## config.mk

```make
export PLATFORM = sky130hd
export DESIGN_NAME = ccr_ratio_gen
export DESIGN_NICKNAME = d
export VERILOG_FILES = /design/src/rtl/ccr_pkg.sv /design/src/rtl/ccr_regs.sv /design/src/rtl/ccr_srcmux.sv /design/src/rtl/ccr_prescale.sv /design/src/rtl/ccr_ratio.sv /design/src/rtl/ccr_ratio_gen.sv
export SDC_FILE = /design/constraint.sdc
export NUM_CORES = 1
export LEC_CHECK = 0
export BUFFER_PORTS_ARGS = -buffer_cell sky130_fd_sc_hd__clkbuf_2
export CAP_MARGIN = 40
export CORE_UTILIZATION = 43
export CTS_BUF_LIST = sky130_fd_sc_hd__clkbuf_8 sky130_fd_sc_hd__clkbuf_16
export CTS_CLUSTER_SIZE = 24
export DETAILED_ROUTE_END_ITERATION = 16
export PLACE_DENSITY_LB_ADDON = 0.2
export SLEW_MARGIN = 5
export SYNTH_ARGS = -nofsm -noshare
export SYNTH_HDL_FRONTEND = slang
export SYNTH_SLANG_ARGS = --single-unit
```

## constraint.sdc

```tcl
create_clock -name clk -period 3.8 [get_ports clk]
set_input_delay 0.38 -clock clk [delete_from_list [all_inputs] [get_ports clk]]
set_output_delay 0.38 -clock clk [all_outputs]
set_load 0.005 [all_outputs]
```

## src/rtl/ccr_pkg.sv

```systemverilog
package ccr_pkg;
   // Field placement inside the configuration word
   localparam int SEL_LSB  = 4;
   localparam int DIV_LSB  = 8;
   localparam int MODE_BIT = 16;
   localparam int EN_LSB   = 24;
   localparam int OUT_N    = 4;

   // Output index order inside the enable field
   localparam int O_TOP  = 0;
   localparam int O_HALF = 1;
   localparam int O_2X   = 2;
   localparam int O_1X   = 3;

   // Longest ratio period (mode 1) and its phase counter width
   localparam int MAX_PERIOD = 6;
   localparam int PH_W       = $clog2(MAX_PERIOD);

   typedef enum logic {
      RATIO_2_4 = 1'b0,
      RATIO_3_6 = 1'b1
   } ratio_mode_e;
endpackage

```

## src/rtl/ccr_regs.sv

```systemverilog
module ccr_regs #(
   parameter int DATA_W = 32,
   parameter int SEL_W  = 2,
   parameter int DIV_W  = 6
) (
   input  logic                      clk,
   input  logic                      rst_n,
   input  logic                      we,
   input  logic [DATA_W-1:0]         wdata,
   output logic [DATA_W-1:0]         rdata,
   output logic [SEL_W-1:0]          sel,
   output logic [DIV_W-1:0]          div,
   output logic                      mode,
   output logic [ccr_pkg::OUT_N-1:0] en
);
   import ccr_pkg::*;

   localparam logic [DATA_W-1:0] ONE_W   = DATA_W'(1);
   localparam logic [DATA_W-1:0] WR_MASK =
      (((ONE_W << SEL_W) - ONE_W) << SEL_LSB) |
      (((ONE_W << DIV_W) - ONE_W) << DIV_LSB) |
      (ONE_W << MODE_BIT) |
      (((ONE_W << OUT_N) - ONE_W) << EN_LSB);
   localparam logic [DATA_W-1:0] RST_VAL = ONE_W << (EN_LSB + O_2X);

   logic [DATA_W-1:0] word_q;

   always_ff @(posedge clk or negedge rst_n) begin
      if (!rst_n)  word_q <= RST_VAL;
      else if (we) word_q <= wdata & WR_MASK;
   end

   assign rdata = word_q;
   assign sel   = word_q[SEL_LSB +: SEL_W];
   assign div   = word_q[DIV_LSB +: DIV_W];
   assign mode  = word_q[MODE_BIT];
   assign en    = word_q[EN_LSB +: OUT_N];

   // no bit outside the defined fields may ever hold a one
   assert_reserved_zero_R2: assert property (@(posedge clk) disable iff (!rst_n)
      (word_q & ~WR_MASK) == '0);
endmodule

```

## src/rtl/ccr_srcmux.sv

```systemverilog
module ccr_srcmux #(
   parameter int N_SRC = 3,
   parameter int SEL_W = 2
) (
   input  logic [N_SRC-1:0] tick,
   input  logic [SEL_W-1:0] sel,
   output logic             hit
);
   localparam int N_CODE = 1 << SEL_W;

   logic [N_CODE-1:0] by_code;

   // Codes 0 and 1 share the first source; code c>=2 maps to source c-1
   for (genvar c = 0; c < N_CODE; c++) begin : g_code
      localparam int IDX = (c <= 1) ? 0 : c - 1;
      if (IDX < N_SRC) begin : g_map
         assign by_code[c] = tick[IDX];
      end else begin : g_none
         assign by_code[c] = 1'b0;
      end
   end

   assign hit = by_code[sel];
endmodule

```

## src/rtl/ccr_prescale.sv

```systemverilog
module ccr_prescale #(
   parameter int DIV_W = 6
) (
   input  logic             clk,
   input  logic             rst_n,
   input  logic             src,
   input  logic [DIV_W-1:0] div,
   output logic             pulse
);
   localparam logic [DIV_W-1:0] ONE = DIV_W'(1);

   logic [DIV_W-1:0] cnt;
   logic [DIV_W-1:0] last_cnt;

   // Zero and one both mean pass-through
   assign last_cnt = (div == '0) ? '0 : div - ONE;
   assign pulse    = src && (cnt == last_cnt);

   always_ff @(posedge clk or negedge rst_n) begin
      if (!rst_n)     cnt <= '0;
      else if (pulse) cnt <= '0;
      else if (src)   cnt <= cnt + ONE;
   end

   // count never passes the terminal value of the active divisor
   assert_cnt_range_R4: assert property (@(posedge clk) disable iff (!rst_n)
      cnt <= last_cnt);
endmodule

```

## src/rtl/ccr_ratio.sv

```systemverilog
module ccr_ratio (
   input  logic                 clk,
   input  logic                 rst_n,
   input  logic                 pulse,
   input  ccr_pkg::ratio_mode_e mode,
   output logic                 last,
   output logic                 raw_half,
   output logic                 raw_2x,
   output logic                 raw_1x
);
   import ccr_pkg::*;

   localparam logic [PH_W-1:0] ONE    = PH_W'(1);
   localparam logic [PH_W-1:0] END_24 = PH_W'(3);
   localparam logic [PH_W-1:0] END_36 = PH_W'(MAX_PERIOD - 1);
   localparam logic [PH_W-1:0] MID_36 = PH_W'(3);

   logic [PH_W-1:0] ph;
   logic [PH_W-1:0] end_ph;

   assign end_ph   = (mode == RATIO_3_6) ? END_36 : END_24;
   assign last     = (ph == end_ph);
   assign raw_half = !ph[0];
   assign raw_1x   = (ph == '0);
   assign raw_2x   = (mode == RATIO_3_6) ? ((ph == '0) || (ph == MID_36)) : !ph[0];

   always_ff @(posedge clk or negedge rst_n) begin
      if (!rst_n)     ph <= '0;
      else if (pulse) ph <= last ? '0 : ph + ONE;
   end

   assert_phase_range_R6: assert property (@(posedge clk) disable iff (!rst_n)
      ph <= end_ph);
   assert_wrap_R9: assert property (@(posedge clk) disable iff (!rst_n)
      (pulse && last) |=> (ph == '0));
   assert_aligned_R8: assert property (@(posedge clk) disable iff (!rst_n)
      raw_1x |-> (raw_2x && raw_half));
endmodule

```

## src/rtl/ccr_ratio_gen.sv

```systemverilog
module ccr_ratio_gen #(
   parameter int DATA_W  = 32,
   parameter int N_SRC   = 3,
   parameter int SEL_W   = 2,
   parameter int DIV_W   = 6,
   parameter bit OUT_REG = 1'b1
) (
   input  logic              clk,
   input  logic              rst_n,
   input  logic              cfg_we,
   input  logic [DATA_W-1:0] cfg_wdata,
   output logic [DATA_W-1:0] cfg_rdata,
   input  logic [N_SRC-1:0]  src_tick,
   output logic              out_top,
   output logic              out_half,
   output logic              out_2x,
   output logic              out_1x
);
   import ccr_pkg::*;

   // Elaboration-time parameter checks
   if (DIV_W < 1 || DIV_LSB + DIV_W > MODE_BIT) begin : g_bad_div
      $error("ccr_ratio_gen: DIV_W does not fit below the mode bit");
   end
   if (SEL_LSB + SEL_W > DIV_LSB) begin : g_bad_sel
      $error("ccr_ratio_gen: SEL_W overlaps the divisor field");
   end
   if (N_SRC < 1 || N_SRC > (1 << SEL_W) - 1) begin : g_bad_src
      $error("ccr_ratio_gen: N_SRC not reachable by the select codes");
   end
   if (EN_LSB + OUT_N > DATA_W) begin : g_bad_data
      $error("ccr_ratio_gen: DATA_W too narrow for the enable field");
   end

   logic [SEL_W-1:0] sh_sel, act_sel;
   logic [DIV_W-1:0] sh_div, act_div;
   logic             sh_mode, act_mode;
   logic [OUT_N-1:0] en;
   logic             src_hit, dpulse, last, boundary;
   logic             raw_half, raw_2x, raw_1x;
   logic [OUT_N-1:0] fire;

   ccr_regs #(.DATA_W(DATA_W), .SEL_W(SEL_W), .DIV_W(DIV_W)) u_regs (
      .clk(clk), .rst_n(rst_n), .we(cfg_we), .wdata(cfg_wdata),
      .rdata(cfg_rdata), .sel(sh_sel), .div(sh_div), .mode(sh_mode), .en(en)
   );

   // Active configuration only moves at the end of a 1x period
   assign boundary = dpulse && last;

   always_ff @(posedge clk or negedge rst_n) begin
      if (!rst_n) begin
         act_sel  <= '0;
         act_div  <= '0;
         act_mode <= 1'b0;
      end else if (boundary) begin
         act_sel  <= sh_sel;
         act_div  <= sh_div;
         act_mode <= sh_mode;
      end
   end

   ccr_srcmux #(.N_SRC(N_SRC), .SEL_W(SEL_W)) u_mux (
      .tick(src_tick), .sel(act_sel), .hit(src_hit)
   );

   ccr_prescale #(.DIV_W(DIV_W)) u_pre (
      .clk(clk), .rst_n(rst_n), .src(src_hit), .div(act_div), .pulse(dpulse)
   );

   ccr_ratio u_ratio (
      .clk(clk), .rst_n(rst_n), .pulse(dpulse), .mode(ratio_mode_e'(act_mode)),
      .last(last), .raw_half(raw_half), .raw_2x(raw_2x), .raw_1x(raw_1x)
   );

   assign fire[O_TOP]  = dpulse && en[O_TOP];
   assign fire[O_HALF] = dpulse && raw_half && en[O_HALF];
   assign fire[O_2X]   = dpulse && raw_2x && en[O_2X];
   assign fire[O_1X]   = dpulse && raw_1x && en[O_1X];

   if (OUT_REG) begin : g_out_reg
      logic [OUT_N-1:0] fire_q;
      always_ff @(posedge clk or negedge rst_n) begin
         if (!rst_n) fire_q <= '0;
         else        fire_q <= fire;
      end
      assign {out_1x, out_2x, out_half, out_top} = fire_q;
   end else begin : g_out_comb
      assign {out_1x, out_2x, out_half, out_top} = fire;
   end

   assert_active_hold_R9: assert property (@(posedge clk) disable iff (!rst_n)
      !boundary |=> $stable({act_sel, act_div, act_mode}));
   assert_1x_gap_R6: assert property (@(posedge clk) disable iff (!rst_n)
      out_1x |=> !out_1x);
   assert_1x_has_top_R8: assert property (@(posedge clk) disable iff (!rst_n)
      (fire[O_1X] && en[O_TOP]) |-> fire[O_TOP]);
endmodule

```

After elaboration in Yosys (flattened, before gate mapping)
Cells that the tools add are included.
{"block": "word_totals", "ff_bits": 35, "in_bits": 38}
{"block": "classes", "addsub": 3, "magnitude_cmp": 1, "eq_ne": 3, "n_mux": 8, "reduce_logical": 14}
{"operator": "6-bit 2-to-1 mux", "n": 3}
{"operator": "1-bit logical AND", "n": 9}
{"operator": "6-bit by 1-bit adder with 6-bit output, second input constant", "n": 1}
{"operator": "6-bit == test", "n": 1}
{"operator": "6-bit logical NOT", "n": 1}
{"operator": "3-bit 2-to-1 mux", "n": 2}
{"operator": "6-bit by 1-bit subtractor with 6-bit output, second input constant", "n": 1}
{"operator": "3-bit by 1-bit adder with 3-bit output, second input constant", "n": 1}
{"operator": "3-bit by 2-bit == test with 1-bit output, second input constant", "n": 1}
{"operator": "3-bit == test", "n": 1}
{"operator": "3-bit logical NOT", "n": 1}
{"operator": "2-bit by 3-bit < comparator with 1-bit output, second input constant", "n": 1}
{"operator": "1-bit binary-select mux with 2-bit select", "n": 1}
{"operator": "1-bit 2-to-1 mux", "n": 2}
{"operator": "2-bit nonzero test", "n": 1}
{"operator": "1-bit logical NOT", "n": 1}
{"operator": "1-bit logical OR", "n": 1}

Logic depth before layout (Yosys ltp)
{"block": "logic_depth", "ltp_word": 6, "ltp_mapped": 9, "mapped_depth_nobuf": 8}

Modules after synthesis
From an unflattened synthesis, not the netlist that was laid out.
{"block": "hier_totals", "hier_cells": 178, "area_unflattened_um2": 2050.7}
{"module": "ccr_regs", "n_inst": 1, "cells_per_inst": 60, "area_per_inst_um2": 765.7, "seq_area_each_um2": 326.6}
{"module": "ccr_prescale", "n_inst": 1, "cells_per_inst": 64, "area_per_inst_um2": 563.0, "seq_area_each_um2": 150.1}
{"module": "ccr_ratio_gen", "n_inst": 1, "cells_per_inst": 27, "area_per_inst_um2": 467.9, "seq_area_each_um2": 325.3}
{"module": "ccr_ratio", "n_inst": 1, "cells_per_inst": 24, "area_per_inst_um2": 235.2, "seq_area_each_um2": 75.1}
{"module": "ccr_srcmux", "n_inst": 1, "cells_per_inst": 3, "area_per_inst_um2": 18.8, "seq_area_each_um2": 0.0}

Worst setup path before layout
OpenSTA, ideal clock, no wires.
{"block": "synth_timing", "path_type": "register to register", "start": "register act_div[0]", "end": "register act_div[0]", "setup_time_ps": 125, "arrival_ps": 2623, "t_required_ps": 3675, "path_slack_ps": 1052, "stages_incl_launch_ff": 10, "path_cell_list": "dfrtp_1 inv_1 ha_1 or4b_1 o21ai_1 o2111ai_1 or4_4 nor3b_2 buf_6 mux2_4"}
{"block": "synth_via", "elab_chain_cells": 5, "word_cells_on_any_way": 6, "cone_classes": "1 x add/sub; 1 x eq/ne; 1 x mux; 3 x reduce/logical"}
{"element": "from (decl)", "line_no": "ccr_ratio_gen.sv:36", "text": "logic [DIV_W-1:0] sh_div, act_div;"}
{"element": "from (signal assigned)", "line_no": "ccr_ratio_gen.sv:58", "text": "act_div <= sh_div;"}
{"element": "6-bit by 1-bit subtractor with 6-bit output or 6-bit logical NOT (tied branches)", "line_no": "ccr_prescale.sv:16", "text": "assign last_cnt = (div == '0) ? '0 : div - ONE;"}
{"element": "6-bit 2-to-1 mux *", "line_no": "ccr_prescale.sv:16"}
{"element": "6-bit == test *", "line_no": "ccr_prescale.sv:17", "text": "assign pulse = src && (cnt == last_cnt);"}
{"element": "1-bit logical AND *", "line_no": "ccr_prescale.sv:17"}
{"element": "1-bit logical AND *", "line_no": "ccr_ratio_gen.sv:49", "text": "assign boundary = dpulse && last;"}
Mark *: on every way between the ends. The rest lies on a longest branch, timed or not.
A chain may end at the register's enable or synchronous reset.

Worst setup path after layout
{"block": "layout_timing", "start": "register act_div[0]", "end": "register act_sel[0]"}
{"block": "layout_via", "elab_chain_cells": 5, "word_cells_on_any_way": 6, "cone_classes": "1 x add/sub; 1 x eq/ne; 1 x mux; 3 x reduce/logical"}
{"element": "6-bit by 1-bit subtractor with 6-bit output or 6-bit logical NOT (tied branches)", "line_no": "ccr_prescale.sv:16"}
{"element": "6-bit 2-to-1 mux *", "line_no": "ccr_prescale.sv:16"}
{"element": "6-bit == test *", "line_no": "ccr_prescale.sv:17"}
{"element": "1-bit logical AND *", "line_no": "ccr_prescale.sv:17"}
{"element": "1-bit logical AND *", "line_no": "ccr_ratio_gen.sv:49"}
{"element": "to (signal assigned)", "line_no": "ccr_ratio_gen.sv:57", "text": "act_sel <= sh_sel;"}
{"element": "to (decl)", "line_no": "ccr_ratio_gen.sv:35", "text": "logic [SEL_W-1:0] sh_sel, act_sel;"}
Marks and branches as above.

==> results.toml <==
[status]
status = "completed"

[yosys]
postSynthCellCount = 166
synth_top_area_share_pct = 44.7
syn_area_mm2 = 0.00190
yosysSeqAreaShare_pct = 46.1
synth_cell_types = 45
ys_seq_elements = 35
synth_area_leader_cell = "dfrtp_1"
synth_edf_count = 0
synth-async-reset-ratio_pct = 100
synth.area.top_cells = "dfrtp_1, buf_4, mux2_2, mux2_4, ha_1"
synthFlopType = "dfrtp_1"
ys.warnings.count = 0
synth.avg_cell_area_um2 = 11.5
ys_top_cells_by_count = "dfrtp_1, buf_4, mux2_2, mux2_4, o21ai_0"
synth_most_common_cell = "dfrtp_1"

[worst_setup_path]
cp_max_fo = 9
critPathLaunchType = "flop"
worstSetupPathType = "reg2reg"
cp_top_family = "simple AND/OR/NAND/NOR gates"
worstPathArrival_ns = 3.20
crit_chain = "inv_1 > ha_1 > or4b_1 > o21ai_1 > o2111ai_1 > or4_4 > nor3b_2 > buf_4 > mux2_4"
critPathBufInv = 2
cpPeakStageDelay_ns = 0.60
slowest_stage = "or4_4"
critPathRequiredTime_ns = 3.96
endpoint_kind = "flop"

[sta]
hold_violations = 0
fin_crit_sh_pct = 79.9
fin_skew_ns = 0.00910
setup_viol = 0
hold_ws_ns = 0.0446
worst_slack_ns = 0.765
period_needed_ns = 3.04
rsz0062_at_grt = "false"
setup_tns_ns = 0
timing.fmax_mhz = 329
drv_slew = 0

[hold_path]
hp-class = "in2async"

[floorplanning]
initial_utilization_pct = 46.3
pin_count = 74
num_rows = 23
die_h_um = 68.6
die_area_mm2 = 0.00470
die_w_um = 68.6
coreArea_mm2 = 0.00412

[place]
portBuffers = 35
post-dp-hpwl_mm = 2.53
dp.cells = 247
dp_slack_ns = 0.814
gp_congestion = 0.812

[cts]
numCtsBuffers = 5
postCtsSetupRepairBufs = 0
cts_resized = 0
clock_latency_ns = 0.28
clk_path_buf_depth = 2
cts_root_buf = "clkbuf_8"
cts_num_sinks = 35
hold_buffers = 0
cts_tree = "built"
path_clk_slew_ns = 0.07
ctsHtreeMaxLevel = 2

[run]
cap_violations = 0

[routing]
drc = 0
vias_per_cell = 5.05
routedWlPerCell_um = 13.1
vias = 1288
first_pass_iters = 4
drt_iter0_drc = 36
totalWireLength_mm = 3.34
ant_nets = 0

[grt]
grt_pass1_wl_mm = 5.66
antenna_found_initial = 0
grt_use_total_pct = 16.9
grt_max_degree = 19
grt_pass1_vias = 1235
grt_overflow = 0

[power]
power_density_mw_per_mm2 = 700
cellLeakagePower_uw = 0.00106
vdd_ir_drop_max_mv = 0.383

[final_layout]
final_nets = 247
drive_gt1_share_pct = 35.6
area_growth_pct = 14.9
final_util_pct = 53.2
fin_cells = 255
diodes = 0
cells by family after synthesis:
| family | after synthesis | synth area share, % |
|---|---|---|
| and+or+nand+nor | 38 | 12.3 |
| DFF | 35 | 46.1 |
| buffers and inverters | 32 | 11.1 |
| muxes | 26 | 16.9 |
| AOI/OAI and AO/OA | 23 | 7.43 |
| xor gates and xnor gates | 6 | 2.76 |
| adders and majority gates | 5 | 3.29 |
| other | 1 | 0.197 |
cells in the final DEF (no fill, tap or decap), drive strengths merged, types with 5 or more instances in the layout:
cell,count
conb,19
nor2,6
inv,6
ha,5
clkbuf,41
o21ai,9
dfrtp,34
mux2,22
sequential cells by signal, summed over array words and instances, names as in the netlist:
register,count
u_regs.rdata,13
u_ratio.ph,3
act_div,6
u_pre.cnt,6
g_out_reg.fire_q,4
act_sel,2
act_mode,1
metrics by stage:
| step | area, µm² | total power [µW] |
|---|---|---|
| 5_1_grt | 2190 | 1650 |
| 3_5_place_dp | 2070 | 1200 |
| 2_1_floorplan | 1970 | 1060 |
| 3_3_place_gp | 2040 | 1160 |
| 6_report | 2190 | 1530 |
| 4_1_cts | 2190 | 1540 |
path summary, 6_finish.rpt:
check,startpoint,endpoint,slack (ns),cells after the start
setup reg to reg,act_div[0],act_sel[0],0.76,9
setup / recovery,act_div[0],act_sel[0],0.76,9
hold / removal,rst_n,act_mode,0.04,1
min in group clk,cfg_wdata[11],u_regs.rdata[11],0.32,2
max in group asynchronous,rst_n,act_sel[0],3.30,2
hold reg to reg,u_regs.rdata[24],g_out_reg.fire_q[0],0.50,1
where the power goes:
| part | internal (µW) | switching [µW] | leakage, µW |
|---|---|---|---|
| registers | 477 | 141 | 0.000435 |
| logic | 304 | 268 | 0.000564 |
| clock network | 212 | 130 | 0.0000612 |
layer usage:
layer	vias to the layer above	wire length (µm)	GRT usage (%)
li1	619	-	-
met1	624	1440	21.5
met2	40	1700	26.8
met3	5	150	4.93
met4	0	51	6.77
met5	-	0	0
final cells by class:
class / count / area, µm²
fill: 367 / 1930
multi-input combinational: 117 / 883
sequential: 35 / 877
timing repair buffer: 39 / 225
clock buffer: 6 / 82.6
tap: 50 / 62.6
clock inverter: 2 / 35.0
inverter: 6 / 22.5
Power figures use the tool's default switching activity.
